<file path="src/rtl/bts_pkg.sv">
// Package: shared state encoding for the block transfer sequencer.
// Assumes: nothing beyond being compiled first.
package bts_pkg;

    // Sequencer phases: idle, issuing requests, load settle cycle, completion pulse
    typedef enum logic [1:0] {
        SQ_IDLE   = 2'd0,
        SQ_ISSUE  = 2'd1,
        SQ_SETTLE = 2'd2,
        SQ_FINISH = 2'd3
    } seq_state_e;

endpackage

</file>
<file path="src/rtl/bts_pick.sv">
// Module: bts_pick
// Picks the next register to transfer from a pending mask: the lowest set
// bit when counting up, the highest set bit when counting down. Also gives
// the one-hot of the pick so the caller can retire it.
// Assumes: NREG >= 2; purely combinational.
module bts_pick #(
    parameter int NREG = 16,
    localparam int IW = $clog2(NREG)
) (
    input  logic [NREG-1:0] pend,
    input  logic            up,
    output logic            any,
    output logic [IW-1:0]   idx,
    output logic [NREG-1:0] onehot
);

    logic [IW-1:0] lo_idx;
    logic [IW-1:0] hi_idx;

    // Lowest set bit: scan downward so the last hit wins
    always_comb begin
        lo_idx = '0;
        for (int i = NREG - 1; i >= 0; i--) begin
            if (pend[i]) lo_idx = IW'(i);
        end
    end

    // Highest set bit: scan upward so the last hit wins
    always_comb begin
        hi_idx = '0;
        for (int i = 0; i < NREG; i++) begin
            if (pend[i]) hi_idx = IW'(i);
        end
    end

    // Direction picks the scan result; any pending bit means a pick exists
    always_comb begin
        any = |pend;
        idx = up ? lo_idx : hi_idx;
    end

    // One-hot of the chosen index, one decoder per register
    for (genvar g = 0; g < NREG; g++) begin : g_oh
        assign onehot[g] = any && (idx == IW'(g));
    end

endmodule

</file>
<file path="src/rtl/bts_addr.sv">
// Module: bts_addr
// Address register of the sequencer. Loaded at command acceptance with the
// base, pre-stepped when pre-indexing; stepped once per accepted transfer.
// Derives the write-back value by undoing the pre-step.
// Assumes: ld and adv never high together; step direction held by caller.
module bts_addr #(
    parameter int AW   = 32,
    parameter int STEP = 4,
    localparam logic [AW-1:0] STEP_V = AW'(STEP)
) (
    input  logic          clk,
    input  logic          rst_n,
    input  logic          ld,
    input  logic [AW-1:0] base,
    input  logic          ld_up,
    input  logic          ld_pre,
    input  logic          adv,
    input  logic          up_q,
    input  logic          pre_q,
    output logic [AW-1:0] cur,
    output logic [AW-1:0] wb_val
);

    logic [AW-1:0] base_init;
    logic [AW-1:0] cur_next;

    // Starting address: base, or base moved one step when pre-indexing
    always_comb begin
        if (ld_pre) base_init = ld_up ? base + STEP_V : base - STEP_V;
        else        base_init = base;
    end

    // Running address after one accepted transfer
    always_comb begin
        cur_next = up_q ? cur + STEP_V : cur - STEP_V;
    end

    // Address register: load on accept, step on handshake
    always_ff @(posedge clk) begin
        if (!rst_n)   cur <= '0;
        else if (ld)  cur <= base_init;
        else if (adv) cur <= cur_next;
    end

    // Write-back value: remove the extra pre-step after the last transfer
    always_comb begin
        if (pre_q) wb_val = up_q ? cur - STEP_V : cur + STEP_V;
        else       wb_val = cur;
    end

endmodule

</file>
<file path="src/rtl/bts_ctrl.sv">
// Module: bts_ctrl
// Control of the sequencer: accepts a command, latches its flags, walks
// the pending mask through the picker, tags accesses, inserts the settle
// cycle after loads and raises the completion pulse.
// Assumes: req_ready may change freely; command inputs sampled at accept.
module bts_ctrl
    import bts_pkg::*;
#(
    parameter int NREG = 16,
    localparam int IW = $clog2(NREG)
) (
    input  logic            clk,
    input  logic            rst_n,
    input  logic            start,
    input  logic [NREG-1:0] mask,
    input  logic            up,
    input  logic            pre,
    input  logic            load,
    input  logic            wb,
    input  logic            ready,
    output logic            accept,
    output logic            adv,
    output logic            up_q,
    output logic            pre_q,
    output logic            busy,
    output logic            valid,
    output logic [IW-1:0]   reg_idx,
    output logic            write,
    output logic            seq,
    output logic            settle,
    output logic            done,
    output logic            wb_ok,
    output logic            flush
);

    seq_state_e      state;
    seq_state_e      state_nx;
    logic [NREG-1:0] pend;
    logic [NREG-1:0] pend_left;
    logic [NREG-1:0] pick_oh;
    logic            pick_any;
    logic            first_q;
    logic            load_q;
    logic            wb_q;
    logic            flush_q;

    bts_pick #(.NREG(NREG)) u_pick (
        .pend   (pend),
        .up     (up_q),
        .any    (pick_any),
        .idx    (reg_idx),
        .onehot (pick_oh)
    );

    // Handshake and acceptance qualifiers
    always_comb begin
        accept    = start && (state == SQ_IDLE);
        adv       = valid && ready;
        pend_left = pend & ~pick_oh;
    end

    // Next phase of the walk
    always_comb begin
        state_nx = state;
        unique case (state)
            SQ_IDLE:   if (accept) state_nx = (|mask) ? SQ_ISSUE : SQ_FINISH;
            SQ_ISSUE:  if (adv && !(|pend_left))
                           state_nx = load_q ? SQ_SETTLE : SQ_FINISH;
            SQ_SETTLE: state_nx = SQ_FINISH;
            SQ_FINISH: state_nx = SQ_IDLE;
            default:   state_nx = SQ_IDLE;
        endcase
    end

    // Phase register
    always_ff @(posedge clk) begin
        if (!rst_n) state <= SQ_IDLE;
        else        state <= state_nx;
    end

    // Pending mask: loaded at accept, one bit retired per handshake
    always_ff @(posedge clk) begin
        if (!rst_n)      pend <= '0;
        else if (accept) pend <= mask;
        else if (adv)    pend <= pend_left;
    end

    // First-access marker: set at accept, cleared by the first handshake
    always_ff @(posedge clk) begin
        if (!rst_n)      first_q <= 1'b0;
        else if (accept) first_q <= 1'b1;
        else if (adv)    first_q <= 1'b0;
    end

    // Command flags held for the whole walk
    always_ff @(posedge clk) begin
        if (!rst_n) begin
            up_q    <= 1'b0;
            pre_q   <= 1'b0;
            load_q  <= 1'b0;
            wb_q    <= 1'b0;
            flush_q <= 1'b0;
        end else if (accept) begin
            up_q    <= up;
            pre_q   <= pre;
            load_q  <= load;
            wb_q    <= wb;
            flush_q <= load && mask[NREG-1];
        end
    end

    // Outputs decoded from the phase and held flags
    always_comb begin
        busy   = (state != SQ_IDLE);
        valid  = (state == SQ_ISSUE) && pick_any;
        write  = !load_q;
        seq    = !first_q;
        settle = (state == SQ_SETTLE);
        done   = (state == SQ_FINISH);
        wb_ok  = done && (!pre_q || wb_q);
        flush  = done && flush_q;
    end

endmodule

</file>
<file path="src/rtl/blk_xfer_seq.sv">
// Module: blk_xfer_seq (top)
// Sequences a multi-register load/store into one handshaked bus request
// per selected register, then reports write-back value and flush need.
// Assumes: one command at a time; requests consumed through req_ready.
module blk_xfer_seq #(
    parameter int AW   = 32,
    parameter int NREG = 16,
    parameter int STEP = 4,
    localparam int IW = $clog2(NREG)
) (
    input  logic            clk,
    input  logic            rst_n,
    input  logic            cmd_start,
    input  logic [AW-1:0]   cmd_base,
    input  logic [NREG-1:0] cmd_mask,
    input  logic            cmd_up,
    input  logic            cmd_pre,
    input  logic            cmd_load,
    input  logic            cmd_wb,
    output logic            busy,
    output logic            req_valid,
    input  logic            req_ready,
    output logic [AW-1:0]   req_addr,
    output logic [IW-1:0]   req_reg,
    output logic            req_write,
    output logic            req_seq,
    output logic            int_cycle,
    output logic            done,
    output logic            wb_valid,
    output logic [AW-1:0]   wb_addr,
    output logic            flush_req
);

    logic accept;
    logic adv;
    logic dir_up_q;
    logic pre_q;

    bts_ctrl #(.NREG(NREG)) u_ctrl (
        .clk     (clk),
        .rst_n   (rst_n),
        .start   (cmd_start),
        .mask    (cmd_mask),
        .up      (cmd_up),
        .pre     (cmd_pre),
        .load    (cmd_load),
        .wb      (cmd_wb),
        .ready   (req_ready),
        .accept  (accept),
        .adv     (adv),
        .up_q    (dir_up_q),
        .pre_q   (pre_q),
        .busy    (busy),
        .valid   (req_valid),
        .reg_idx (req_reg),
        .write   (req_write),
        .seq     (req_seq),
        .settle  (int_cycle),
        .done    (done),
        .wb_ok   (wb_valid),
        .flush   (flush_req)
    );

    bts_addr #(.AW(AW), .STEP(STEP)) u_addr (
        .clk    (clk),
        .rst_n  (rst_n),
        .ld     (accept),
        .base   (cmd_base),
        .ld_up  (cmd_up),
        .ld_pre (cmd_pre),
        .adv    (adv),
        .up_q   (dir_up_q),
        .pre_q  (pre_q),
        .cur    (req_addr),
        .wb_val (wb_addr)
    );

endmodule

</file>
<file path="config.mk">
export PLATFORM = sky130hd
export DESIGN_NAME = blk_xfer_seq
export DESIGN_NICKNAME = d
export VERILOG_FILES = /design/src/rtl/bts_pkg.sv /design/src/rtl/bts_pick.sv /design/src/rtl/bts_addr.sv /design/src/rtl/bts_ctrl.sv /design/src/rtl/blk_xfer_seq.sv
export SDC_FILE = /design/constraint.sdc
export NUM_CORES = 1
export LEC_CHECK = 0
export ABC_AREA = 1
export BUFFER_PORTS_ARGS = -buffer_cell sky130_fd_sc_hd__buf_2
export CORE_AREA = 2 2 112 114
export CTS_CLUSTER_DIAMETER = 200
export DETAILED_ROUTE_END_ITERATION = 16
export DIE_AREA = 0 0 114 116
export PLACE_DENSITY = 0.85
export SLEW_MARGIN = 40
export SYNTH_ARGS = -nofsm -noshare
export SYNTH_HDL_FRONTEND = slang
export SYNTH_SLANG_ARGS = --single-unit
export TNS_END_PERCENT = 50
</file>
<file path="constraint.sdc">
create_clock -name clk -period 4.4 [get_ports clk]
set_clock_uncertainty 0.1 [all_clocks]
set_input_delay 0.66 -clock clk [delete_from_list [all_inputs] [get_ports clk]]
set_output_delay 0.66 -clock clk [all_outputs]
set_load 0.1 [all_outputs]
</file>
# After elaboration in Yosys (flattened, before gate mapping)
# Index checks and enable logic that the tools add are counted.
[totals] reg_bits=56 input_bits=56 output_inout_bits=76 word_cells=119
[op_classes] n_addsub=4 n_eq_ne=20 mux=48 bitwise=2 n_reduce_logical=36
[ops] operator="$mux W32" count=7
[ops] operator="$mux W4" count=31
[ops] operator="$add A32 B3 Y32 const B" count=2
[ops] operator="$sub A32 B3 Y32 const B" count=2
[ops] operator="$reduce_or A16 Y1" count=3
[ops] operator="$eq A4 B4 Y1 const B" count=8
[ops] operator="$mux W16" count=2
[ops] operator="$logic_and A1 B1 Y1" count=23
[ops] operator="$and A16 B16 Y16" count=1
[ops] operator="$eq A4 B3 Y1 const B" count=4
[ops] operator="$not A16 Y16" count=1
[ops] operator="$eq A4 B2 Y1 const B" count=2
[ops] operator="$pmux W2 S4" count=1
[ops] operator="$mux W2" count=3
[ops] operator="$eq A2 B2 Y1 const B" count=2
[ops] operator="$eq A4 B1 Y1 const B" count=1
[ops] operator="$logic_not A1 Y1" count=4
[ops] operator="$logic_not A4 Y1" count=1
[ops] operator="$mux W1" count=4
[ops] operator="$reduce_bool A2 Y1" count=2
[ops] operator="$eq A2 B1 Y1 const B" count=1
[ops] operator="$logic_not A2 Y1" count=1
[ops] operator="$ne A2 B1 Y1 const B" count=1
[ops] operator="$ne A2 B2 Y1 const B" count=1
[ops] operator="other kinds (2)" count=2

# Depth between registers and ports, before layout
[logic_depth] word_depth=26 depth_mapped=29 mapped_depth_nobuf=29

# Modules after synthesis
# From an unflattened synthesis, not the netlist that was laid out.
[unflattened] hier_cells=1501 hier_area_um2=8044.0
[by_module_without_submodules] module="bts_addr" n_inst=1 cells_each=1180 area_each_um2=6203.4 seq_area_each_um2=640.6
[by_module_without_submodules] module="bts_ctrl" n_inst=1 cells_each=209 area_each_um2=1356.3 seq_area_each_um2=480.5
[by_module_without_submodules] module="bts_pick" n_inst=1 cells_each=112 area_each_um2=484.2 seq_area_each_um2=0.0

# Least setup slack after synthesis
# No wires, ideal clock.
[synth_timing] path_type="reg-to-output" from="register u_addr.cur[2]" to="output port wb_addr[28]" arrival_time_ns=5.001 required_ns=3.640 setup_slack_ns=-1.361 stages_incl_launch_ff=13 n_path_buf=0 cell_sequence="dfxtp_1 > ha_1 > nand2_2 > nor3_4 > nand2_2 > nor4_2 > nand2_1 > nor3_2 > nand3_1 > nor4_2 > xor2_1 > nor2_1 > o21ai_0"
[synth_via] elab_chain_cells=3 word_cells_on_any_way=4 cone_classes="add/sub: 2; mux: 2"
[synth_rtl] item="start, declared" line_no="bts_addr.sv:20" source="output logic [AW-1:0] cur,"
[synth_rtl] item="start signal, assigned" line_no="bts_addr.sv:41" source="else if (ld) cur <= base_init;"
[synth_rtl] item="start signal, assigned" line_no="bts_addr.sv:42" source="else if (adv) cur <= cur_next;"
[synth_rtl] item="$add A32 B3 Y32 or $sub A32 B3 Y32 (tied branches)" line_no="bts_addr.sv:47" source="if (pre_q) wb_val = up_q ? cur - STEP_V : cur + STEP_V;"
[synth_rtl] item="$mux W32 (*) (2 in a row)" line_no="bts_addr.sv:47"
[synth_rtl] item="end, declared" line_no="blk_xfer_seq.sv:30" source="output logic [AW-1:0] wb_addr,"
# Mark *: on every way between the ends. The rest lies on a longest branch, timed or not.

# Final worst setup path
[layout_timing] from="register u_addr.cur[3]" to="output port wb_addr[30]"
# Same word-level chain as after synthesis.

==> key figures <==
Floorplan
  – # rows: 40
  – Die ar.: 13220 sq um
  – Die height: 116 um
  – CORE AREA: 11910 sq um
  – I/O Pins: 132
  – Chip width: 114 um
  – Initial Utilization: 0.5591

Synth
  – Top cell type's share of synthesized area: 0.1683
  – Count leader, synth: nand2_1
  – Post-synth EDFFs: 0
  – Yosys reg bits: 56
  – Most frequent cells after synthesis: 230 x nand2_1, 107 x nor2_1, 102 x inv_1
  – Cells after Synth: 1067
  – Synth cell types: 54
  – Top FF cell, synth: dfxtp_1
  – Dominant cells by area after synthesis: dfxtp_1 17%, nand2_1 13%, xor2_1 7.6%, ha_1 6.6%, nor2_1 6.0%
  – Mapped Area: 6660 sq um
  – Post-synth ARST share: 0
  – Synth Net Count: 1159
  – Synth area leader: dfxtp_1
  – Register area share after synthesis: 0.1683
  – Avg Inst Size Synth: 6.242 sq um
  – YS warnings: 0

Cells and area
  – Area growth, synth to finish: 14.33%
  – Nets@finish: 1258
  – Finished Core Util: 0.6393
  – Diodes inserted: 0
  – Fin area: 7615 sq um
  – Layout cells sized above 1: 0.1808
  – Finished Layout Cells: 1314

Detailed routing
  – Via count: 7945
  – DRT antenna net count: 0
  – First-pass DRT Iterations: 5
  – Routed WL per cell: 16.59 um
  – Initial DRC Count: 726
  – Final wirelength: 21800 um
  – Drt drc: 0
  – Vias per inst: 6.046

Placement
  – Port Buffers: 131
  – Dpl cell area: 7447 sq um
  – Gpl congestion: 1.009
  – Final HPWL DP: 16540 um
  – Cells after DPL: 1306

Worst setup path
  – CP startpoint kind: flip-flop
  – FF-to-FF End: u_addr.cur[30]
  – Crit path required time: 3.64 ns
  – Flop2flop setup slack: 1.47 ns
  – Setup crit end: wb_addr[30]
  – Crit path from: u_addr.cur[3]
  – Worst r2r src: u_addr.cur[3]
  – Crit path max fanout: 6
  – Reg2reg path depth: 15
  – Crit path DAT: 3.46 ns
  – Setup crit end kind: output port
  – Setup CP Type: reg2out

Clock network
  – Clock Root Buffer: clkbuf_16
  – Clk buf depth: 2
  – CTS buffer count: 5
  – Worst-skew pair later-pin latency: 0.31 ns
  – # resized after CTS: 0
  – # H-tree levels: 2
  – Clk sinks: 56
  – Setup Fix Bufs, Post-CTS: 0
  – Cts hold-fix bufs: 0
  – TritonCTS clock tree: yes
  – Clock edge transition at the registers on the reported setup and hold paths: 0.09 ns

GRT
  – First-pass GRT wire length: 34220 um
  – Vias in the first global route: 7156
  – Antenna violations before repair: 1
  – Total GRT Usage: 0.3197
  – Grt ovf: 0
  – Pin count of the biggest net entering global routing: 55

STA
  – Worst slew pin tran: 0.7476 ns
  – TNS Setup: 0 ns
  – Endpoints failing setup: 0
  – Max Fclk: 0.2367 GHz
  – Slew Limit Fails: 0
  – Crit share post-route: 0.9602
  – Relative slew slack: 0.5009
  – Tmin final: 4.225 ns
  – Hold Fails Final Rpt: 0

Min path
  – Worst Hold Class: reg2reg

Power and ir drop
  – Power, Total: 4.605 mW
  – Pwr Density: 604.8 nW/um^2
  – VDD IR-drop max: 0.4401 mV
  – Lkg Pwr: 3.484 nW

Run status
  – Status: completed

Run
  – Maxcap violations: 0
through the flow:
| step | worst slack [ns] | hold slack [ns] |
|---|---|---|
| 5_1_grt | -0.02686 | 0.4242 |
| 3_5_place_dp | 0.4801 | 0.3602 |
| 6_report | 0.1751 | 0.3702 |
| 3_3_place_gp | 0.5829 | 0.3573 |
| 2_1_floorplan | -0.5283 | 0.3442 |
| 4_1_cts | 0.1286 | 0.3718 |
placed cells by master (no fill, tap or decap), types with 5 or more instances in the layout:
master / synthesis / final
nand2_1: 230 / 230
buf_2: 11 / 128
nor2_1: 107 / 107
inv_1: 102 / 102
o21ai_0: 74 / 73
a21oi_1: 62 / 62
xor2_1: 58 / 58
nand3_1: 54 / 54
dfxtp_1: 56 / 53
ha_1: 35 / 35
o211ai_1: 26 / 26
a31oi_1: 26 / 26
a221oi_1: 19 / 19
nor3_1: 17 / 17
nand4_1: 16 / 16
a211oi_1: 14 / 14
xnor2_1: 12 / 12
buf_4: 2 / 12
inv_2: 10 / 9
o22ai_1: 16 / 9
o21ai_1: 5 / 6
nor4_1: 7 / 6
nor4_2: 4 / 5
nor2_2: 5 / 5
nand3_2: 5 / 5
o22ai_2: 0 / 5
clkbuf_16: 0 / 5
routing by layer:
metal,global-route usage,up-vias,part of all wire
met5,0,-,0.00032
li1,-,3869,-
met4,0.08211,2,0.015
met1,0.4352,3637,0.43
met3,0.06642,27,0.10
met2,0.5183,410,0.45
worst max-delay path: stages (launching register included):
cell	delay, ns
dfxtp_2	0.40
ha_1	0.22
nand2_2	0.10
nor3_4	0.28
nand2_2	0.12
nor2_2	0.13
nand3_2	0.11
nor3_2	0.16
nand4_1	0.13
nor4_2	0.22
nand3_1	0.18
nor2_1	0.17
nand4_1	0.11
xor2_1	0.23
nor2_2	0.08
o22ai_4	0.15
clkbuf_4	0.37
kinds of logic after synthesis:
family	synth area share
AOI/OAI and AO/OA	0.2570
xor gates and xnor gates	0.09205
adders and majority gates	0.06876
buffers and inverters	0.09562
DFF	0.1683
and+or+nand+nor	0.3182
state kept, by name (all words and copies together), names as in the netlist:
register / flops
u_ctrl.state: 2
u_ctrl.up_q: 1
u_ctrl.load_q: 1
u_ctrl.pend: 16
u_ctrl.wb_q: 1
u_ctrl.first_q: 1
u_addr.cur: 32
u_ctrl.flush_q: 1
u_ctrl.pre_q: 1
power by group:
part | total [mW] | internal (mW) | switching, mW
clock network | 0.447 | 0.221 | 0.226
logic | 3.34 | 0.697 | 2.64
registers | 0.823 | 0.615 | 0.208
total | 4.61 | 1.53 | 3.07
worst min path at each step:
stage | from | to | slack [ns] | depth (start not counted)
2_1_floorplan | u_ctrl.load_q | u_ctrl.load_q | 0.34 | 2
3_3_place_gp | u_ctrl.load_q | u_ctrl.load_q | 0.36 | 2
3_5_place_dp | u_ctrl.load_q | u_ctrl.load_q | 0.36 | 2
4_1_cts | u_ctrl.load_q | u_ctrl.load_q | 0.37 | 2
5_1_grt | u_ctrl.load_q | u_ctrl.load_q | 0.42 | 2
6_report | u_ctrl.load_q | u_ctrl.load_q | 0.37 | 2
cell type report:
type                       count  area (sq um)
clock inverter                 3         28.78
clock buffer                   5         125.1
timing repair buffer         143         753.2
fill                        1127          4297
sequential                    56          1125
tap                          147         183.9
inverter                     113         426.7
multi-input combinational    847          4972
Power figures use the tool's default switching activity.
